**config.mk**
```make
export PLATFORM = sky130hd
export DESIGN_NAME = dispreg_port
export DESIGN_NICKNAME = d
export VERILOG_FILES = /design/src/rtl/dispreg_pkg.sv /design/src/rtl/dispreg_decode.sv /design/src/rtl/dispreg_scratch.sv /design/src/rtl/dispreg_ctrl.sv /design/src/rtl/dispreg_port.sv
export SDC_FILE = /design/constraint.sdc
export NUM_CORES = 2
export LEC_CHECK = 0
export ABC_AREA = 1
export BUFFER_PORTS_ARGS = -buffer_cell sky130_fd_sc_hd__buf_2
export CAP_MARGIN = 30
export CORE_MARGIN = 2
export CORE_UTILIZATION = 50
export DETAILED_ROUTE_END_ITERATION = 8
export MAX_ROUTING_LAYER = met4
export PLACE_DENSITY = 0.68
export SLEW_MARGIN = 20
export SYNTH_ARGS = -nofsm -noshare
export SYNTH_HDL_FRONTEND = slang
export SYNTH_SLANG_ARGS = --single-unit
```
**constraint.sdc**
```tcl
create_clock -name clk -period 4.8 [get_ports clk]
set_clock_uncertainty 0.05 [all_clocks]
set_input_delay 0.24 -clock clk [delete_from_list [all_inputs] [get_ports clk]]
set_output_delay 0.24 -clock clk [all_outputs]
set_load 0.05 [all_outputs]
```
**src/rtl/dispreg_pkg.sv**
```systemverilog
package dispreg_pkg;

  // Register numbers decoded by software drivers; values are fixed.
  localparam logic [31:0] IX_ID       = 32'd0;
  localparam logic [31:0] IX_ENABLE   = 32'd1;
  localparam logic [31:0] IX_WIDTH    = 32'd2;
  localparam logic [31:0] IX_HEIGHT   = 32'd3;
  localparam logic [31:0] IX_MAXW     = 32'd4;
  localparam logic [31:0] IX_MAXH     = 32'd5;
  localparam logic [31:0] IX_DEPTH    = 32'd6;
  localparam logic [31:0] IX_BPP      = 32'd7;
  localparam logic [31:0] IX_PITCH    = 32'd12;
  localparam logic [31:0] IX_CAPS     = 32'd17;
  localparam logic [31:0] IX_CFG      = 32'd20;
  localparam logic [31:0] IX_SYNC     = 32'd21;
  localparam logic [31:0] IX_BUSY     = 32'd22;
  localparam logic [31:0] IX_GUEST    = 32'd23;
  localparam logic [31:0] IX_CUR_ID   = 32'd24;
  localparam logic [31:0] IX_CUR_X    = 32'd25;
  localparam logic [31:0] IX_CUR_Y    = 32'd26;
  localparam logic [31:0] IX_CUR_ON   = 32'd27;
  localparam logic [31:0] IX_SCR_SIZE = 32'd29;
  localparam logic [31:0] IX_PAL_LO   = 32'd1024;
  localparam logic [31:0] IX_PAL_HI   = 32'd1791;
  localparam logic [31:0] IX_SCR_BASE = 32'd1792;

  localparam logic [31:0] MAGIC_V0 = 32'h9000_0000;
  localparam logic [31:0] MAGIC_V1 = 32'h9000_0001;
  localparam logic [31:0] MAGIC_V2 = 32'h9000_0002;

  localparam logic [31:0] CAP_WORD = 32'h0000_0003; // bit0 fill, bit1 copy

  localparam logic [1:0] OFF_SEL  = 2'd0;
  localparam logic [1:0] OFF_DATA = 2'd1;
  localparam logic [1:0] OFF_BOOT = 2'd2;

  typedef enum logic [1:0] {
    K_CTRL = 2'd0,
    K_PAL  = 2'd1,
    K_SCR  = 2'd2,
    K_BAD  = 2'd3
  } reg_kind_e;

endpackage

```
**src/rtl/dispreg_decode.sv**
```systemverilog
module dispreg_decode
  import dispreg_pkg::*;
#(
  parameter int SCR_DEPTH = 64,
  localparam int SCR_AW = (SCR_DEPTH > 1) ? $clog2(SCR_DEPTH) : 1
) (
  input  logic [31:0]       idx,
  output reg_kind_e         kind,
  output logic [SCR_AW-1:0] scr_addr
);

  logic is_ctrl;

  always_comb begin
    case (idx)
      IX_ID, IX_ENABLE, IX_WIDTH, IX_HEIGHT, IX_MAXW, IX_MAXH, IX_DEPTH,
      IX_BPP, IX_PITCH, IX_CAPS, IX_CFG, IX_SYNC, IX_BUSY, IX_GUEST,
      IX_CUR_ID, IX_CUR_X, IX_CUR_Y, IX_CUR_ON, IX_SCR_SIZE: is_ctrl = 1'b1;
      default: is_ctrl = 1'b0;
    endcase
  end

  always_comb begin
    if (is_ctrl)
      kind = K_CTRL;
    else if (idx >= IX_PAL_LO && idx <= IX_PAL_HI)
      kind = K_PAL;
    else if (idx >= IX_SCR_BASE && idx < IX_SCR_BASE + 32'(SCR_DEPTH))
      kind = K_SCR;
    else
      kind = K_BAD;
  end

  assign scr_addr = SCR_AW'(idx - IX_SCR_BASE);

endmodule

```
**src/rtl/dispreg_scratch.sv**
```systemverilog
module dispreg_scratch #(
  parameter int DEPTH = 64,
  parameter int DW    = 32,
  localparam int AW = (DEPTH > 1) ? $clog2(DEPTH) : 1
) (
  input  logic          clk,
  input  logic          we,
  input  logic [AW-1:0] addr,
  input  logic [DW-1:0] wdata,
  output logic [DW-1:0] q
);

  logic [DW-1:0] mem [DEPTH];

  // Single port, registered read: maps onto one block RAM.
  always_ff @(posedge clk) begin
    if (we) mem[addr] <= wdata;
    q <= mem[addr];
  end

endmodule

```
**src/rtl/dispreg_ctrl.sv**
```systemverilog
module dispreg_ctrl
  import dispreg_pkg::*;
#(
  parameter int MAX_W     = 2368,
  parameter int MAX_H     = 1770,
  parameter int RST_W     = 640,
  parameter int RST_H     = 480,
  parameter int SCR_DEPTH = 64,
  localparam int WB = $clog2(MAX_W + 1),
  localparam int HB = $clog2(MAX_H + 1)
) (
  input  logic          clk,
  input  logic          rst,
  input  logic          wr_en,
  input  logic [31:0]   idx,
  input  logic [31:0]   wdata,
  output logic [31:0]   rdata,
  output logic          mode_enable,
  output logic [WB-1:0] mode_width,
  output logic [HB-1:0] mode_height,
  output logic [5:0]    mode_bpp,
  output logic          config_done,
  output logic          sync_pulse,
  output logic          cursor_on,
  output logic [31:0]   cursor_id,
  output logic [31:0]   cursor_x,
  output logic [31:0]   cursor_y
);

  logic [31:0] id_q;
  logic [31:0] guest_q;
  logic [31:0] pitch;

  always_ff @(posedge clk) begin
    if (rst) begin
      id_q        <= MAGIC_V2;
      mode_enable <= 1'b0;
      mode_width  <= WB'(RST_W);
      mode_height <= HB'(RST_H);
      mode_bpp    <= 6'd32;
      config_done <= 1'b0;
      sync_pulse  <= 1'b0;
      guest_q     <= '0;
      cursor_on   <= 1'b0;
      cursor_id   <= '0;
      cursor_x    <= '0;
      cursor_y    <= '0;
    end else begin
      sync_pulse <= wr_en && (idx == IX_SYNC);
      if (wr_en) begin
        case (idx)
          IX_ID:
            if (wdata == MAGIC_V0 || wdata == MAGIC_V1 || wdata == MAGIC_V2)
              id_q <= wdata;
          IX_ENABLE: mode_enable <= |wdata;
          IX_WIDTH:
            if (wdata <= 32'(MAX_W)) mode_width <= wdata[WB-1:0];
          IX_HEIGHT:
            if (wdata <= 32'(MAX_H)) mode_height <= wdata[HB-1:0];
          IX_BPP:
            if (wdata == 32'd8 || wdata == 32'd16 || wdata == 32'd24 ||
                wdata == 32'd32)
              mode_bpp <= wdata[5:0];
          IX_CFG:    config_done <= |wdata;
          IX_GUEST:  guest_q <= wdata;
          IX_CUR_ID: cursor_id <= wdata;
          IX_CUR_X:  cursor_x <= wdata;
          IX_CUR_Y:  cursor_y <= wdata;
          IX_CUR_ON: begin
            if (wdata == 32'd1) cursor_on <= 1'b1;
            else if (wdata == 32'd0) cursor_on <= 1'b0;
          end
          default: ;
        endcase
      end
    end
  end

  assign pitch = (32'(mode_bpp) * 32'(mode_width)) >> 3;

  always_comb begin
    case (idx)
      IX_ID:       rdata = id_q;
      IX_ENABLE:   rdata = {31'd0, mode_enable};
      IX_WIDTH:    rdata = 32'(mode_width);
      IX_HEIGHT:   rdata = 32'(mode_height);
      IX_MAXW:     rdata = 32'(MAX_W);
      IX_MAXH:     rdata = 32'(MAX_H);
      IX_DEPTH:    rdata = (mode_bpp == 6'd32) ? 32'd24 : 32'(mode_bpp);
      IX_BPP:      rdata = 32'(mode_bpp);
      IX_PITCH:    rdata = pitch;
      IX_CAPS:     rdata = CAP_WORD;
      IX_CFG:      rdata = {31'd0, config_done};
      IX_GUEST:    rdata = guest_q;
      IX_CUR_ID:   rdata = cursor_id;
      IX_CUR_X:    rdata = cursor_x;
      IX_CUR_Y:    rdata = cursor_y;
      IX_CUR_ON:   rdata = {31'd0, cursor_on};
      IX_SCR_SIZE: rdata = 32'(SCR_DEPTH);
      default:     rdata = 32'd0;
    endcase
  end

  assert_id_magic_R2: assert property (@(posedge clk) disable iff (rst)
    (id_q == MAGIC_V0 || id_q == MAGIC_V1 || id_q == MAGIC_V2));

  assert_width_limit_R3: assert property (@(posedge clk) disable iff (rst)
    32'(mode_width) <= 32'(MAX_W));

  assert_height_limit_R3: assert property (@(posedge clk) disable iff (rst)
    32'(mode_height) <= 32'(MAX_H));

  assert_bpp_legal_R4: assert property (@(posedge clk) disable iff (rst)
    (mode_bpp == 6'd8 || mode_bpp == 6'd16 || mode_bpp == 6'd24 ||
     mode_bpp == 6'd32));

  assert_cursor_hold_R6: assert property (@(posedge clk) disable iff (rst)
    (wr_en && idx == IX_CUR_ON && wdata > 32'd1) |=> $stable(cursor_on));

  assert_sync_cause_R9: assert property (@(posedge clk) disable iff (rst)
    sync_pulse |-> $past(wr_en && idx == IX_SYNC));

endmodule

```
**src/rtl/dispreg_port.sv**
```systemverilog
module dispreg_port
  import dispreg_pkg::*;
#(
  parameter int MAX_W     = 2368,
  parameter int MAX_H     = 1770,
  parameter int RST_W     = 640,
  parameter int RST_H     = 480,
  parameter int SCR_DEPTH = 64,
  localparam int WB = $clog2(MAX_W + 1),
  localparam int HB = $clog2(MAX_H + 1),
  localparam int SCR_AW = (SCR_DEPTH > 1) ? $clog2(SCR_DEPTH) : 1
) (
  input  logic          clk,
  input  logic          rst,
  input  logic          acc_valid,
  input  logic          acc_write,
  input  logic [1:0]    acc_offset,
  input  logic [31:0]   acc_wdata,
  output logic [31:0]   rd_data,
  output logic          rd_valid,
  output logic          mode_enable,
  output logic [WB-1:0] mode_width,
  output logic [HB-1:0] mode_height,
  output logic [5:0]    mode_bpp,
  output logic          config_done,
  output logic          sync_pulse,
  output logic          cursor_on,
  output logic [31:0]   cursor_id,
  output logic [31:0]   cursor_x,
  output logic [31:0]   cursor_y,
  output logic          bad_reg
);

  logic [31:0]       sel_q;
  reg_kind_e         kind;
  logic [SCR_AW-1:0] scr_addr;
  logic [31:0]       ctrl_rdata;
  logic [31:0]       ram_q;
  logic [31:0]       rd_q;
  logic              rd_from_ram;
  logic              data_acc, rd_acc;

  assign data_acc = acc_valid && (acc_offset == OFF_DATA);
  assign rd_acc   = acc_valid && !acc_write;

  dispreg_decode #(.SCR_DEPTH(SCR_DEPTH)) u_decode (
    .idx      (sel_q),
    .kind     (kind),
    .scr_addr (scr_addr)
  );

  dispreg_ctrl #(
    .MAX_W(MAX_W), .MAX_H(MAX_H), .RST_W(RST_W), .RST_H(RST_H),
    .SCR_DEPTH(SCR_DEPTH)
  ) u_ctrl (
    .clk         (clk),
    .rst         (rst),
    .wr_en       (data_acc && acc_write && kind == K_CTRL),
    .idx         (sel_q),
    .wdata       (acc_wdata),
    .rdata       (ctrl_rdata),
    .mode_enable (mode_enable),
    .mode_width  (mode_width),
    .mode_height (mode_height),
    .mode_bpp    (mode_bpp),
    .config_done (config_done),
    .sync_pulse  (sync_pulse),
    .cursor_on   (cursor_on),
    .cursor_id   (cursor_id),
    .cursor_x    (cursor_x),
    .cursor_y    (cursor_y)
  );

  dispreg_scratch #(.DEPTH(SCR_DEPTH), .DW(32)) u_scratch (
    .clk   (clk),
    .we    (data_acc && acc_write && kind == K_SCR),
    .addr  (scr_addr),
    .wdata (acc_wdata),
    .q     (ram_q)
  );

  always_ff @(posedge clk) begin
    if (rst) begin
      sel_q       <= '0;
      bad_reg     <= 1'b0;
      rd_valid    <= 1'b0;
      rd_q        <= '0;
      rd_from_ram <= 1'b0;
    end else begin
      if (acc_valid && acc_write && acc_offset == OFF_SEL)
        sel_q <= acc_wdata;
      if (data_acc && kind == K_BAD)
        bad_reg <= 1'b1;
      rd_valid    <= rd_acc;
      rd_from_ram <= rd_acc && data_acc && kind == K_SCR;
      if (rd_acc) begin
        case (acc_offset)
          OFF_SEL:  rd_q <= sel_q;
          OFF_DATA: rd_q <= (kind == K_CTRL) ? ctrl_rdata : 32'd0;
          OFF_BOOT: rd_q <= 32'd0;
          default:  rd_q <= 32'hFFFF_FFFF;
        endcase
      end
    end
  end

  assign rd_data = rd_from_ram ? ram_q : rd_q;

  assert_rd_follows_R1: assert property (@(posedge clk) disable iff (rst)
    rd_valid |-> $past(acc_valid && !acc_write));

  assert_sel_hold_R1: assert property (@(posedge clk) disable iff (rst)
    (acc_valid && acc_offset != OFF_SEL) |=> $stable(sel_q));

  assert_pal_quiet_R8: assert property (@(posedge clk) disable iff (rst)
    (data_acc && kind == K_PAL) |=> $stable(bad_reg));

  assert_bad_sticky_R11: assert property (@(posedge clk) disable iff (rst)
    !$fell(bad_reg));

endmodule

```
==> summary.txt <==
Critical path
  – CP endpoint kind: flip-flop
  – Worst-path cell chain: buf_4 > nand2_1 > inv_1 > fa_1 > fa_1 > inv_1 > fa_1 > inv_1 > ha_1 > nand2_1 > nand3_1 > nand2_1 > nand2_1 > nand3_1 > nand2_1 > nand2_1 > nand3_1 > nand2_1 > nand3_1 > a21oi_1
  – Most frequent cell on the critical path: nand2_1
  – Crit path launch type: flip-flop
  – CP max-delay cell: dfxtp_1
  – WP buf/inv: 4
  – Critical Path AT: 4.97 ns
  – CP top delay family: adder cells
  – Crit Path Max Fanout: 10
  – Required @ worst endpoint: 5.56 ns
  – Critical path class: flip-flop to flip-flop
  – CP max stage delay: between 0.5 and 0.6 ns

Synthesis
  – Syn Inst Count: about 6500
  – Largest area contributor in the netlist: edfxtp_1
  – Mapped cell area: around 92000 um2
  – Count leader, synth: edfxtp_1
  – Simple-gate share of the synthesized area: 0.07018
  – Fraction of the mapped netlist area in adder cells: 0.01221
  – Compound-Gate Fraction of Synth Area: 0.1463
  – Synth Area in XOR/XNOR: 0.0002861
  – Syn Nets: 6648
  – Synth cell types: 51
  – Top post-synthesis cells by count: edfxtp_1 (2048), a22oi_1 (1024), a21oi_1 (593), nand2_1 (551), nor2_1 (426)
  – Main combinational cell family by area after synthesis: compound AO/OA/AOI/OAI gates
  – Synth area leaders: edfxtp_1 (67%), a22oi_1 (8.4%), dfxtp_1 (6.4%), a21oi_1 (3.2%), nand2_1 (2.3%)
  – Sequential-to-total area share from yosys stat: 0.7335
  – Primary FF master, synth: edfxtp_1
  – Avg Cell Area, Syn: 14.03 um2
  – Synth Warn #: 0
  – Multiplexer area fraction after synthesis: 0.003924
  – Post-synthesis sequential element count: ~2300
  – Synth top area share: 0.6696
  – FFs w/ async S/R, synth: 0
  – Number of synthesized flops with an enable pin: just over 2000

Clock tree
  – Post-cts sizing count: 0
  – Max Buffers Root-to-Sink: 3
  – Depth of the CTS H-tree: 4
  – CTS clock-pin slew for the worst setup and hold paths: approximately 0.06 ns
  – Num CTS Buffers: ~230
  – Post-CTS Setup Repair Bufs: 0
  – CTS tree: yes
  – Root Buffer: clkbuf_16
  – Later-pin clock latency in the skew report: 0.90 ns
  – Sink Count: approximately 2300
  – Hold_buf cts: 30

STA
  – Final Critical Period: roughly 4.2 ns
  – Sum Neg Setup Slack: 0 ns
  – Unrepaired setup endpoints after global routing: no
  – Achievable Freq: 0.2377 GHz
  – Slew HR: 0.3212
  – Final Max Tran Viols: 0
  – Worst-Margin Slew: 1.016 ns
  – Finish-stage setup viols: 0
  – Final Hold Viols: 0
  – Final period util: 0.8765

Pwr
  – Total power: around 42 mW
  – Leakage: around 35 nW
  – PwrDens: roughly 400 nW/um2
  – Max rail drop VDD: 0.3679 mV

Detailed routing
  – Vias: around 60000
  – Pre-antenna DRT Iters: 6
  – Metal-1 WL: 109.7 mm
  – Max Used Layer: met4
  – Met3 WL: between 30 and 40 mm
  – Via density: roughly 6.3
  – DRC viols: 0
  – Final WL: 288.2 mm
  – Routed len/inst: 30.31 um
  – Routed Antenna Nets: 0
  – Iter 0 DRT Violations: approximately 9100
  – WL met2: 133.2 mm

Placement
  – IO Port Bufs: 200
  – Final HPWL DP: approximately 170 mm
  – RD Place Congestion: 0.9550

Die
  – Die X: roughly 430 um
  – Row count: 157
  – Die Span Y: between 400 and 500 um
  – Io pins: about 200
  – Die Area: around 190000 um2
  – Initial Utilization: 0.5022
  – Core box area: approximately 180000 um2

Global route
  – Antenna violations before repair: 15
  – All-layer global routing usage: 0.3129
  – Grt ovf: 0
  – First-pass GRT wire length: just over 400 mm
  – Largest net degree at the start of global routing: approximately 110
  – Vias in the first global route: ~57000

Job
  – Max Cap Viol: 0

Finish
  – NumNets Final: between 6000 and 7000
  – Max reg flops: roughly 2000
  – Biggest register: u_scratch.mem
  – Layout area overhead: 14.25%
  – Share of cells above drive strength 1: 0.1519

Status
  – Outcome: finished, final reports clean

Min path
  – HP Class: input pin to flip-flop
## metrics by stage
stage	hold slack [ns]	worst slack (ns)	instance area [um2]	cells	utilization
floorplan	0.2798	0.6096	91840	6545	-
global placement	0.3711	0.6091	97080	9050	0.5308
detailed placement	0.3768	0.5416	97090	9051	0.5309
CTS	0.003192	0.5587	104800	9498	0.5732
global route	0.01914	0.2484	104900	9508	0.5737
finish	0.04341	0.5929	104900	9510	0.5737
## power breakdown
group | switching [mW] | leakage (nW) | internal (mW)
clock network | 7.80 | 3.60 | 9.97
registers | 0.0677 | 20.8 | 22.2
logic | 1.54 | 10.9 | 0.436
## logic make-up after synthesis
group / count (synthesis)
adders and majority gates: 65
and+or+nand+nor: 1447
muxes: 32
DFF: 2341
buffers and inverters: 710
xor gates and xnor gates: 3
AOI/OAI and AO/OA: 1947
## per-layer routing
metal,vias up,GRT usage
li1,25600,-
met1,30000,0.4114
met2,3736,0.4709
met3,552,0.06907
met4,0,0.1353
met5,-,-
## cells in the final DEF (no fill, tap or decap), types with 32 or more instances in the layout
cell type  count
a21oi_1      593
buf_4        215
clkinv_2      37
clkbuf_16    225
a22oi_1     1024
nand4_1       35
nand3_1      175
o31ai_1       63
or2_0         80
fa_1          41
nor3_1        85
dfxtp_1      292
inv_1        265
mux2_2        32
clkinv_1      52
buf_12        51
buf_2        199
nor2_4        68
nand2_1      550
a211oi_2     111
clkbuf_1      53
o21ai_0       95
edfxtp_1    2048
nor2_1       365
## layout make-up
class / instances / area (um2)
diodes: 8 / 20.02
clock buffers: 288 / 5967
clock inverters: 129 / 1473
fillers: 14240 / 77960
inverters: 287 / 1094
multi-input cells: 3494 / 21930
flip-flops and latches: 2341 / 67370
well taps: 2464 / 3083
repair buffers: 499 / 3993
## path summary, 6_finish.rpt
kind / end / cells after the start / start / slack, ns
setup / recovery: rd_q[14] / 20 / u_ctrl.mode_bpp[2] / 0.59
hold / removal: u_scratch.mem[52][27] / 2 / acc_wdata[27] / 0.04
setup reg to reg: rd_q[14] / 20 / u_ctrl.mode_bpp[2] / 0.59
hold reg to reg: u_ctrl.id_q[14] / 2 / u_ctrl.id_q[14] / 0.39
No activity file was read; power rests on OpenSTA's default activity.
